<file path="src/rtl/ilv_pkg.sv">
package ilv_pkg;
  localparam int IlvKFrac = 8;

  typedef enum logic {
    DV_IDLE = 1'b0,
    DV_RUN  = 1'b1
  } ilv_div_st_e;
endpackage

</file>
<file path="src/rtl/ilv_period_meter.sv">
module ilv_period_meter #(
  parameter int CW = 16
) (
  input  logic          clk,
  input  logic          rst_n,
  input  logic          hi_evt,
  input  logic          lo_evt,
  output logic [CW-1:0] period_q,
  output logic          new_q
);
  logic [CW-1:0] cnt_q, cnt_d;
  logic [CW-1:0] st_hi_q, st_hi_d;
  logic [CW-1:0] st_lo_q, st_lo_d;
  logic [CW-1:0] period_d;
  logic          new_d;

  always_comb begin
    cnt_d    = cnt_q + 1'b1;
    st_hi_d  = st_hi_q;
    st_lo_d  = st_lo_q;
    period_d = period_q;
    new_d    = 1'b0;
    if (lo_evt) begin
      st_lo_d  = cnt_q;
      period_d = cnt_q - st_lo_q;
      new_d    = 1'b1;
    end
    if (hi_evt) begin
      st_hi_d  = cnt_q;
      period_d = cnt_q - st_hi_q;
      new_d    = 1'b1;
    end
  end

  always_ff @(posedge clk or negedge rst_n) begin
    if (!rst_n) begin
      cnt_q    <= '0;
      st_hi_q  <= '0;
      st_lo_q  <= '0;
      period_q <= '0;
      new_q    <= 1'b0;
    end else begin
      cnt_q    <= cnt_d;
      st_hi_q  <= st_hi_d;
      st_lo_q  <= st_lo_d;
      period_q <= period_d;
      new_q    <= new_d;
    end
  end

  // every turn-off pulse yields a fresh period flag one cycle later
  p_new_on_edge_r2: assert property (@(posedge clk) disable iff (!rst_n)
    (hi_evt || lo_evt) |=> new_q);
  p_no_new_idle_r2: assert property (@(posedge clk) disable iff (!rst_n)
    !(hi_evt || lo_evt) |=> !new_q);
endmodule

</file>
<file path="src/rtl/ilv_delay_div.sv">
module ilv_delay_div
  import ilv_pkg::*;
#(
  parameter int CW = 16,
  parameter int XW = 4,
  parameter int NW = 5
) (
  input  logic          clk,
  input  logic          rst_n,
  input  logic          start,
  input  logic [CW-1:0] tsw,
  input  logic [XW-1:0] idx,
  input  logic [NW-1:0] nmod,
  output logic [CW-1:0] delay_q
);
  localparam int DW  = CW + XW;
  localparam int STW = $clog2(DW);
  localparam logic [STW-1:0] StepLast = STW'(DW - 1);

  ilv_div_st_e   st_q, st_d;
  logic [STW-1:0] step_q, step_d;
  logic [DW-1:0] quo_q, quo_d, quo_n;
  logic [NW-1:0] rem_q, rem_d, rem_n;
  logic [NW-1:0] dvs_q, dvs_d;
  logic [CW-1:0] lat_q, lat_d;
  logic [CW-1:0] delay_d;
  logic [NW:0]   rem_sh;
  logic          ge;

  always_comb begin
    st_d    = st_q;
    step_d  = step_q;
    quo_d   = quo_q;
    rem_d   = rem_q;
    dvs_d   = dvs_q;
    lat_d   = lat_q;
    delay_d = delay_q;
    rem_sh  = {rem_q, quo_q[DW-1]};
    ge      = (rem_sh >= {1'b0, dvs_q});
    rem_n   = ge ? NW'(rem_sh - {1'b0, dvs_q}) : NW'(rem_sh);
    quo_n   = {quo_q[DW-2:0], ge};
    if (start) begin
      st_d   = DV_RUN;
      step_d = '0;
      quo_d  = DW'(tsw) * DW'(idx);
      rem_d  = '0;
      dvs_d  = nmod;
      lat_d  = tsw;
    end else if (st_q == DV_RUN) begin
      quo_d  = quo_n;
      rem_d  = rem_n;
      step_d = step_q + 1'b1;
      if (step_q == StepLast) begin
        st_d    = DV_IDLE;
        delay_d = quo_n[CW-1:0];
      end
    end
  end

  always_ff @(posedge clk or negedge rst_n) begin
    if (!rst_n) begin
      st_q    <= DV_IDLE;
      step_q  <= '0;
      quo_q   <= '0;
      rem_q   <= '0;
      dvs_q   <= '0;
      lat_q   <= '0;
      delay_q <= '0;
    end else begin
      st_q    <= st_d;
      step_q  <= step_d;
      quo_q   <= quo_d;
      rem_q   <= rem_d;
      dvs_q   <= dvs_d;
      lat_q   <= lat_d;
      delay_q <= delay_d;
    end
  end

  // with slot below leg count, the settled delay never exceeds the period it came from
  p_delay_in_period_r1: assert property (@(posedge clk) disable iff (!rst_n)
    (st_q == DV_IDLE) |-> (delay_q <= lat_q));
endmodule

</file>
<file path="src/rtl/ilv_ramp_gen.sv">
module ilv_ramp_gen
  import ilv_pkg::*;
#(
  parameter int CW      = 16,
  parameter int SW      = 10,
  parameter int KW      = 9,
  parameter bit DESCEND = 1'b1
) (
  input  logic                 clk,
  input  logic                 rst_n,
  input  logic                 evt,
  input  logic                 dis,
  input  logic [SW-1:0]        slope,
  input  logic [KW-1:0]        kappa,
  input  logic [CW-1:0]        delay,
  output logic signed [CW+SW+KW-IlvKFrac:0] ramp_q
);
  localparam int PW = CW + SW + KW + 1;
  localparam int RW = PW - IlvKFrac;
  localparam logic [CW-1:0] ElMax = '1;

  logic [CW-1:0]        el_q, el_d;
  logic signed [CW:0]   err;
  logic signed [PW-1:0] prod;
  logic signed [RW-1:0] ramp_d;

  always_comb begin
    if (evt)              el_d = '0;
    else if (el_q != ElMax) el_d = el_q + 1'b1;
    else                  el_d = el_q;
  end

  generate
    if (DESCEND) begin : g_desc
      assign err = $signed({1'b0, delay}) - $signed({1'b0, el_q});
    end else begin : g_asc
      assign err = $signed({1'b0, el_q}) - $signed({1'b0, delay});
    end
  endgenerate

  always_comb begin
    prod   = PW'(err) * PW'($signed({1'b0, slope})) * PW'($signed({1'b0, kappa}));
    ramp_d = dis ? '0 : RW'(prod >>> IlvKFrac);
  end

  always_ff @(posedge clk or negedge rst_n) begin
    if (!rst_n) begin
      el_q   <= '0;
      ramp_q <= '0;
    end else begin
      el_q   <= el_d;
      ramp_q <= ramp_d;
    end
  end

  // the lead edge restarts the time origin of the ramp
  p_edge_restart_r3: assert property (@(posedge clk) disable iff (!rst_n)
    evt |=> (el_q == '0));
  // zero crossing at the desired turn-off instant
  p_zero_cross_r5: assert property (@(posedge clk) disable iff (!rst_n)
    (!dis && el_q == delay) |=> (ramp_q == '0));
  // clamp hold silences the offset
  p_hold_zero_r6: assert property (@(posedge clk) disable iff (!rst_n)
    dis |=> (ramp_q == '0));
  // elapsed count sticks at its ceiling
  p_el_sat_r7: assert property (@(posedge clk) disable iff (!rst_n)
    (!evt && el_q == ElMax) |=> (el_q == ElMax));
endmodule

</file>
<file path="src/rtl/ilv_ramp_corrector.sv">
module ilv_ramp_corrector
  import ilv_pkg::*;
#(
  parameter int CW = 16,
  parameter int XW = 4,
  parameter int NW = 5,
  parameter int SW = 10,
  parameter int KW = 9,
  localparam int RW = CW + SW + KW + 1 - IlvKFrac
) (
  input  logic                 clk,
  input  logic                 rst_n,
  input  logic                 mst_hi_off,
  input  logic                 mst_lo_off,
  input  logic [XW-1:0]        slave_idx,
  input  logic [NW-1:0]        n_legs,
  input  logic [SW-1:0]        slope_rise,
  input  logic [SW-1:0]        slope_fall,
  input  logic [KW-1:0]        kappa,
  input  logic                 clamp_hold,
  output logic signed [RW-1:0] ramp_upper,
  output logic signed [RW-1:0] ramp_lower
);
  logic [CW-1:0]        period;
  logic                 period_new;
  logic [CW-1:0]        delay;
  logic [1:0]           evt_v;
  logic [SW-1:0]        slope_v [2];
  logic signed [RW-1:0] ramp_v  [2];

  assign evt_v      = {mst_lo_off, mst_hi_off};
  assign slope_v[0] = slope_fall;
  assign slope_v[1] = slope_rise;

  ilv_period_meter #(.CW(CW)) u_meter (
    .clk      (clk),
    .rst_n    (rst_n),
    .hi_evt   (mst_hi_off),
    .lo_evt   (mst_lo_off),
    .period_q (period),
    .new_q    (period_new)
  );

  ilv_delay_div #(.CW(CW), .XW(XW), .NW(NW)) u_div (
    .clk     (clk),
    .rst_n   (rst_n),
    .start   (period_new),
    .tsw     (period),
    .idx     (slave_idx),
    .nmod    (n_legs),
    .delay_q (delay)
  );

  for (genvar g = 0; g < 2; g++) begin : g_ramp
    ilv_ramp_gen #(.CW(CW), .SW(SW), .KW(KW), .DESCEND(g == 0)) u_rg (
      .clk    (clk),
      .rst_n  (rst_n),
      .evt    (evt_v[g]),
      .dis    (clamp_hold),
      .slope  (slope_v[g]),
      .kappa  (kappa),
      .delay  (delay),
      .ramp_q (ramp_v[g])
    );
  end

  assign ramp_upper = ramp_v[0];
  assign ramp_lower = ramp_v[1];

  // gain code stays within 0..1.0
  p_kappa_max_r9: assert property (@(posedge clk) disable iff (!rst_n)
    kappa <= KW'(1 << IlvKFrac));
endmodule

</file>
<file path="config.mk">
export PLATFORM = sky130hd
export DESIGN_NAME = ilv_ramp_corrector
export DESIGN_NICKNAME = d
export VERILOG_FILES = /design/src/rtl/ilv_pkg.sv /design/src/rtl/ilv_period_meter.sv /design/src/rtl/ilv_delay_div.sv /design/src/rtl/ilv_ramp_gen.sv /design/src/rtl/ilv_ramp_corrector.sv
export SDC_FILE = /design/constraint.sdc
export NUM_CORES = 2
export LEC_CHECK = 0
export BUFFER_PORTS_ARGS = -buffer_cell sky130_fd_sc_hd__buf_2
export CAP_MARGIN = 5
export CORE_UTILIZATION = 65
export DETAILED_ROUTE_END_ITERATION = 10
export PLACE_DENSITY = 0.91
export REMOVE_ABC_BUFFERS = 1
export SETUP_SLACK_MARGIN = 0.1
export SYNTH_ARGS = -nofsm -noshare
export SYNTH_HDL_FRONTEND = slang
export SYNTH_SLANG_ARGS = --single-unit
</file>
<file path="constraint.sdc">
create_clock -name clk -period 14.3 [get_ports clk]
set_input_delay 2.145 -clock clk [delete_from_list [all_inputs] [get_ports clk]]
set_output_delay 2.145 -clock clk [all_outputs]
set_load 0.005 [all_outputs]
</file>
======== Word level (Yosys, flattened, before mapping) ========
Index checks and enable logic that the tools add are counted.
storage, ports and cells
  register bits after elaboration ......... 205
  bits of input ports ..................... 43
cells by class
  bitwise logic cells ..................... 1
  $lt $le $gt $ge ......................... 1
  mux-type cells .......................... 20
  reductions and logical operators ........ 5
  multipliers ............................. 5
  add/sub/neg operators ................... 9
  equal/unequal tests ..................... 3
operators with widths
  kind                                                              count
  16-bit 2-to-1 mux                                                 6
  36-bit by 10-bit multiplier with 36-bit output                    2
  17-bit by 11-bit multiplier with 28-bit output                    2
  28-bit 2-to-1 mux                                                 2
  16-bit by 1-bit adder with 16-bit output (second input constant)  3
  20-bit 2-to-1 mux                                                 2
  16-bit by 16-bit subtractor with 17-bit output                    2
  16-bit inequality test (second input constant)                    2
  16-bit subtractor                                                 2
  5-bit 2-to-1 mux                                                  5
  16-bit by 4-bit multiplier with 20-bit output                     1
  2-bit nonzero test                                                4
  6-bit by 5-bit greater-or-equal comparator with 1-bit output      1
  5-bit by 1-bit adder with 5-bit output (second input constant)    1
  5-bit equality test (second input constant)                       1
  1-bit 2-to-1 mux                                                  5
  5-bit subtractor                                                  1
  3-bit AND reduction                                               1
  1-bit inverter                                                    1

======== Logic depth before layout (Yosys ltp) ========
  depth after elaboration ................. 4
  mapped depth ............................ 52
  depth with buffers taken out ............ 51

======== Cells and area by module ========
From an unflattened synthesis, not the netlist that was laid out.
second synthesis, totals
  cell total of the unflattened synthesis .. 4625
  area total of the unflattened synthesis .. 41772.6 um2
modules (own cells, without submodules)
  module                         area an instance (um2)  instances  cells each
  ilv_ramp_gen (g_ramp[0].u_rg)  17186.5                 1          1967
  ilv_ramp_gen (g_ramp[1].u_rg)  16876.2                 1          1898
  ilv_delay_div                  4356.7                  1          465
  ilv_period_meter               3353.2                  1          295

======== Worst setup path before layout ========
No wires, ideal clock.
  path kind ............................... input port to flip-flop
  start point ............................. input port slope_fall[2]
  end point ............................... register g_ramp[0].u_rg.ramp_q[26]
  slack ................................... 2120 ps
  required time ........................... 14168 ps
  arrival ................................. 12048 ps
  stages .................................. 38
  cells stage by stage .................... clkbuf_1 > clkbuf_1 > nand2_1 > fa_1 > inv_1 > fa_1 > fa_1 > fa_1 > inv_1 > fa_1 > inv_1 > ha_1 > a21o_1 > a21o_1 > a21o_1 > or3_1 > a211oi_1 > nor2_1 > (+2 left out) > fa_1 > inv_1 > fa_1 > fa_1 > fa_1 > inv_1 > fa_1 > inv_1 > ha_1 > and4_1 > nor2b_1 > a211o_1 > nand2_1 > nand3_1 > a221o_1 > a21oi_1 > xor2_1 > nor2_1
between the ends
  cells in the longest elaborated chain, start to end .. 3
RTL lines
  element                                         RTL line                  source
  start: declaration                              ilv_ramp_corrector.sv:18  input logic [SW-1:0] slope_fall,
  17-bit by 11-bit multiplier with 28-bit output  ilv_ramp_gen.sv:42        prod = PW'(err) * PW'($signed({1'b0, slope})) * PW'($signed({1'b0, kappa}));
  36-bit by 10-bit multiplier with 36-bit output  ilv_ramp_gen.sv:42
  28-bit 2-to-1 mux                               ilv_ramp_gen.sv:43        ramp_d = dis ? '0 : RW'(prod >>> IlvKFrac);
  net g_ramp[0].u_rg.ramp_d[26]                   ilv_ramp_gen.sv:25        logic signed [RW-1:0] ramp_d;
  end signal: assignment                          ilv_ramp_gen.sv:52        ramp_q <= ramp_d;
  end: declaration                                ilv_ramp_gen.sv:16        output logic signed [CW+SW+KW-IlvKFrac:0] ramp_q
The timed path passes the listed nets, and every way through them passes these cells.
A chain may end at the register's enable or synchronous reset.

======== Worst setup path in the final report ========
  start point ............................. register u_div.delay_q[0]
  end point ............................... register g_ramp[0].u_rg.ramp_q[27]
between the ends
  cells in the longest elaborated chain, start to end .. 4
RTL lines
  element                                         RTL line             source
  start: declaration                              ilv_delay_div.sv:14  output logic [CW-1:0] delay_q
  start signal: assignment                        ilv_delay_div.sv:76  delay_q <= delay_d;
  16-bit by 16-bit subtractor with 17-bit output  ilv_ramp_gen.sv:35   assign err = $signed({1'b0, delay}) - $signed({1'b0, el_q});
  17-bit by 11-bit multiplier with 28-bit output  ilv_ramp_gen.sv:42
  36-bit by 10-bit multiplier with 36-bit output  ilv_ramp_gen.sv:42
  28-bit 2-to-1 mux                               ilv_ramp_gen.sv:43
  net g_ramp[0].u_rg.ramp_d[27]                   ilv_ramp_gen.sv:25
The timed path passes the listed nets, and every way through them passes these cells.

==> results.sh <==
export IMPL_status="finished, final reports clean"
export IMPL_die_area_sq_mm=0.06500
export IMPL_clk_latency_ps=580
export IMPL_period_minus_slack_ps=13470
export IMPL_drv_slew=0
export IMPL_postRouteAntennaNets=0
export IMPL_num_io_pins=99
export IMPL_gp_congestion=0.8950
export IMPL_cp_required_ps=14760
export IMPL_crit_path_frequent_cell="fa_1"
export IMPL_synth_area_leader_cell="fa_1"
export IMPL_whs_path_depth=2
export IMPL_slowest_stage="fa_1"
export IMPL_min_path_type="flop to flop"
export IMPL_rsz0062_at_grt="false"
export IMPL_grt_remaining_overflow=0
export IMPL_antenna_found_initial=7
export IMPL_syn_inst=4647
export IMPL_syn_avg_cell_area_sq_um=8.950
export IMPL_grt_max_degree=84
export IMPL_cap_violations=0
export IMPL_synth_top_area_share_pct=35.14
export IMPL_yosys_cell_count_top_type="inv_1"
export IMPL_cts_setup_buffers=0
export IMPL_synth_warnings=0
export IMPL_yosys_top_cells_count="inv_1 (937), fa_1 (730), nand2_1 (547)"
export IMPL_path_clk_slew_ps=70
export IMPL_r2r_cells=48
export IMPL_port_buffers=98
export IMPL_synth_distinct_cells=81
export IMPL_die_h_microns=255.0
export IMPL_synth_edff_count=0
export IMPL_ff_latch_area_sq_mm=0.005130
export IMPL_track_usage_pct=31.33
export IMPL_r2r_slack_ps=830
export IMPL_numCtsBuffers=25
export IMPL_cts_tree="done"
export IMPL_relSlewSlack_pct=14.74
export IMPL_fin_tns_setup_ps=0
export IMPL_start_kind="flop"
export IMPL_ys_seq_area_share_pct=12.33
export IMPL_h_tree_depth=1
export IMPL_setup_worst_path_end_class="flop"
export IMPL_max_freq_ghz=0.07422
export IMPL_path_class="flop to flop"
export IMPL_tightest_slew_ps=1279
export IMPL_finalClockSkew_ps=21.82
export IMPL_dp_hpwl_mm=73.88
export IMPL_synth_area_leaders="fa_1 (35%), dfrtp_1 (12%), ha_1 (11%), inv_1 (8.5%), and2_1 (5.9%)"
export IMPL_hp_start="u_div.rem_q[4]"
export IMPL_num_rows=92
export IMPL_finalSetupViolCount=0
export IMPL_synth_area_sq_mm=0.04159
export IMPL_grt_pass1_vias=34700
export IMPL_cp_max_fo=13
export IMPL_synth_ff_type="dfrtp_1"
export IMPL_cts_buffer_depth=3
export IMPL_first_pass_iters=6
export IMPL_reg2reg_from="u_div.delay_q[0]"
export IMPL_wl_mm=96.75
export IMPL_r2r_end="g_ramp[0].u_rg.ramp_q[27]"
export IMPL_vias=32260
export IMPL_synthArstFlopShare_pct=100.0
export IMPL_area_growth_pct=4.976
export IMPL_vias_per_cell=5.852
export IMPL_finalHoldViolCount=0
export IMPL_cts_root_buf="clkbuf_16"
export IMPL_drc=0
export IMPL_post_route_period_util_pct=94.22
export IMPL_core_sq_mm=0.06320
export IMPL_worst_path_largest_cell_delay_ps=570
export IMPL_whs_endpoint="u_div.rem_q[4]"
export IMPL_fillerInstances=4315
export IMPL_cp_arrival_ps=13940
export IMPL_clock_sinks=205
export IMPL_wire_per_inst_microns=17.55
export IMPL_initial_core_util_pct=65.81
export IMPL_drtIter0Drc=2366
export IMPL_dieWidth_microns=255.0
export IMPL_multiInputGateArea_sq_mm=0.03239
export IMPL_ys_ff_latch=205
export IMPL_drive_gt1_share_pct=5.361
export IMPL_nNetsFinal=5779
export IMPL_grt_first_pass_wirelength_mm=164.2
==> how the worst max path moves through the flow <==
stage | to | from | slack (ps) | cells after the start
2_1_floorplan | g_ramp[0].u_rg.ramp_q[27] | g_ramp[0].u_rg.el_q[0] | 2330 | 48
3_3_place_gp | g_ramp[0].u_rg.ramp_q[26] | slope_fall[3] | 1420 | 39
3_5_place_dp | g_ramp[0].u_rg.ramp_q[27] | u_div.delay_q[0] | 910 | 48
4_1_cts | g_ramp[0].u_rg.ramp_q[27] | u_div.delay_q[0] | 890 | 48
5_1_grt | g_ramp[0].u_rg.ramp_q[27] | u_div.delay_q[0] | 100 | 48
6_report | g_ramp[0].u_rg.ramp_q[27] | u_div.delay_q[0] | 830 | 48
==> placed cells by master, fill, tap and decap left out, types with 25 or more instances in the layout <==
| master | synthesis | final |
|---|---|---|
| a21o_1 | 43 | 43 |
| inv_1 | 937 | 937 |
| nand2b_1 | 27 | 27 |
| and3_1 | 48 | 48 |
| nand3_1 | 105 | 105 |
| o21ai_0 | 100 | 100 |
| clkbuf_16 | 0 | 25 |
| nand2_1 | 547 | 547 |
| a211oi_1 | 28 | 28 |
| buf_4 | 0 | 30 |
| fa_1 | 730 | 730 |
| ha_1 | 360 | 360 |
| xor2_1 | 63 | 61 |
| and2_1 | 393 | 393 |
| nor2b_1 | 58 | 58 |
| nor3_1 | 63 | 62 |
| xnor2_1 | 126 | 124 |
| buf_2 | 2 | 97 |
| dfrtp_1 | 205 | 205 |
| a21oi_1 | 98 | 98 |
| mux2i_1 | 41 | 41 |
| mux2_2 | 37 | 37 |
| nor2_1 | 208 | 208 |
==> final cells by class <==
class | instances | area share (%)
clock inverter | 13 | 0.2980
tap | 846 | 2.424
clock buffer | 31 | 1.599
sequential | 205 | 11.75
inverter | 938 | 8.064
multi-input combinational | 3348 | 74.18
timing repair buffer | 128 | 1.662
antenna | 4 | 0.02293
==> sequential cells by signal, indices dropped and copies added, names as in the netlist <==
name and count:
g_ramp.u_rg.el_q 32, g_ramp.u_rg.ramp_q 56, u_div.delay_q 16, u_div.dvs_q 5
u_div.quo_q 20, u_div.rem_q 5, u_div.st_q 1, u_div.step_q 5
u_meter.cnt_q 16, u_meter.new_q 1, u_meter.period_q 16, u_meter.st_hi_q 16
u_meter.st_lo_q 16
==> stage by stage <==
stage	cells	utilization [%]	hold WS, ps	instance area (sq um)	worst slack (ps)
after floorplan	4491	-	450.5	41000	2326
final	5513	69.09	482.3	43660	826.1
after global routing	5513	69.09	501.7	43660	102.7
after CTS	5509	69.02	487.3	43620	892.8
after detailed placement	5465	67.71	473.1	42790	908.2
after global placement	5465	67.71	465.7	42790	1423
==> cells by family (layout without fill, tap and decap cells) <==
group | count (synthesis) | count (layout) | share of synthesized area (%)
multiplexers | 78 | 78 | 1.989
AND/OR/NAND/NOR | 1549 | 1549 | 18.45
flip-flops | 205 | 205 | 12.33
other | 0 | 4 | 0
buffers and inverters | 1094 | 1110 | 9.880
adder cells (fa/ha/maj) | 1090 | 1090 | 45.97
XOR/XNOR | 190 | 190 | 4.019
AO/OA/AOI/OAI | 441 | 441 | 7.356
==> layer usage <==
layer | global-route usage (%) | up-vias | routed length [microns]
met5 | 0 | - | 28
met4 | 16.13 | 4 | 5182
met3 | 5.461 | 437 | 7591
met2 | 54.26 | 1407 | 48090
met1 | 37.48 | 15970 | 35860
li1 | - | 14450 | -
==> worst max-delay path: cells and delay by family (launching register included) <==
| family | cells | cell delay [ps] |
|---|---|---|
| and+or+nand+nor | 10 | 1930 |
| adders and majority gates | 14 | 6260 |
| AOI/OAI and AO/OA | 16 | 4130 |
| DFF | 1 | 390 |
| muxes | 1 | 60 |
| buffers and inverters | 7 | 540 |
==> repair_timing <==
item,in CTS,in global routing
hold buffers,0,0
endpoints found under the hold margin,0,0
endpoints found under the setup margin,0,5
gates resized for setup,0,4
Power is left out: the tool's default activity adds up to more than one toggle a clock period on the data nets, which glitch-free logic cannot reach.
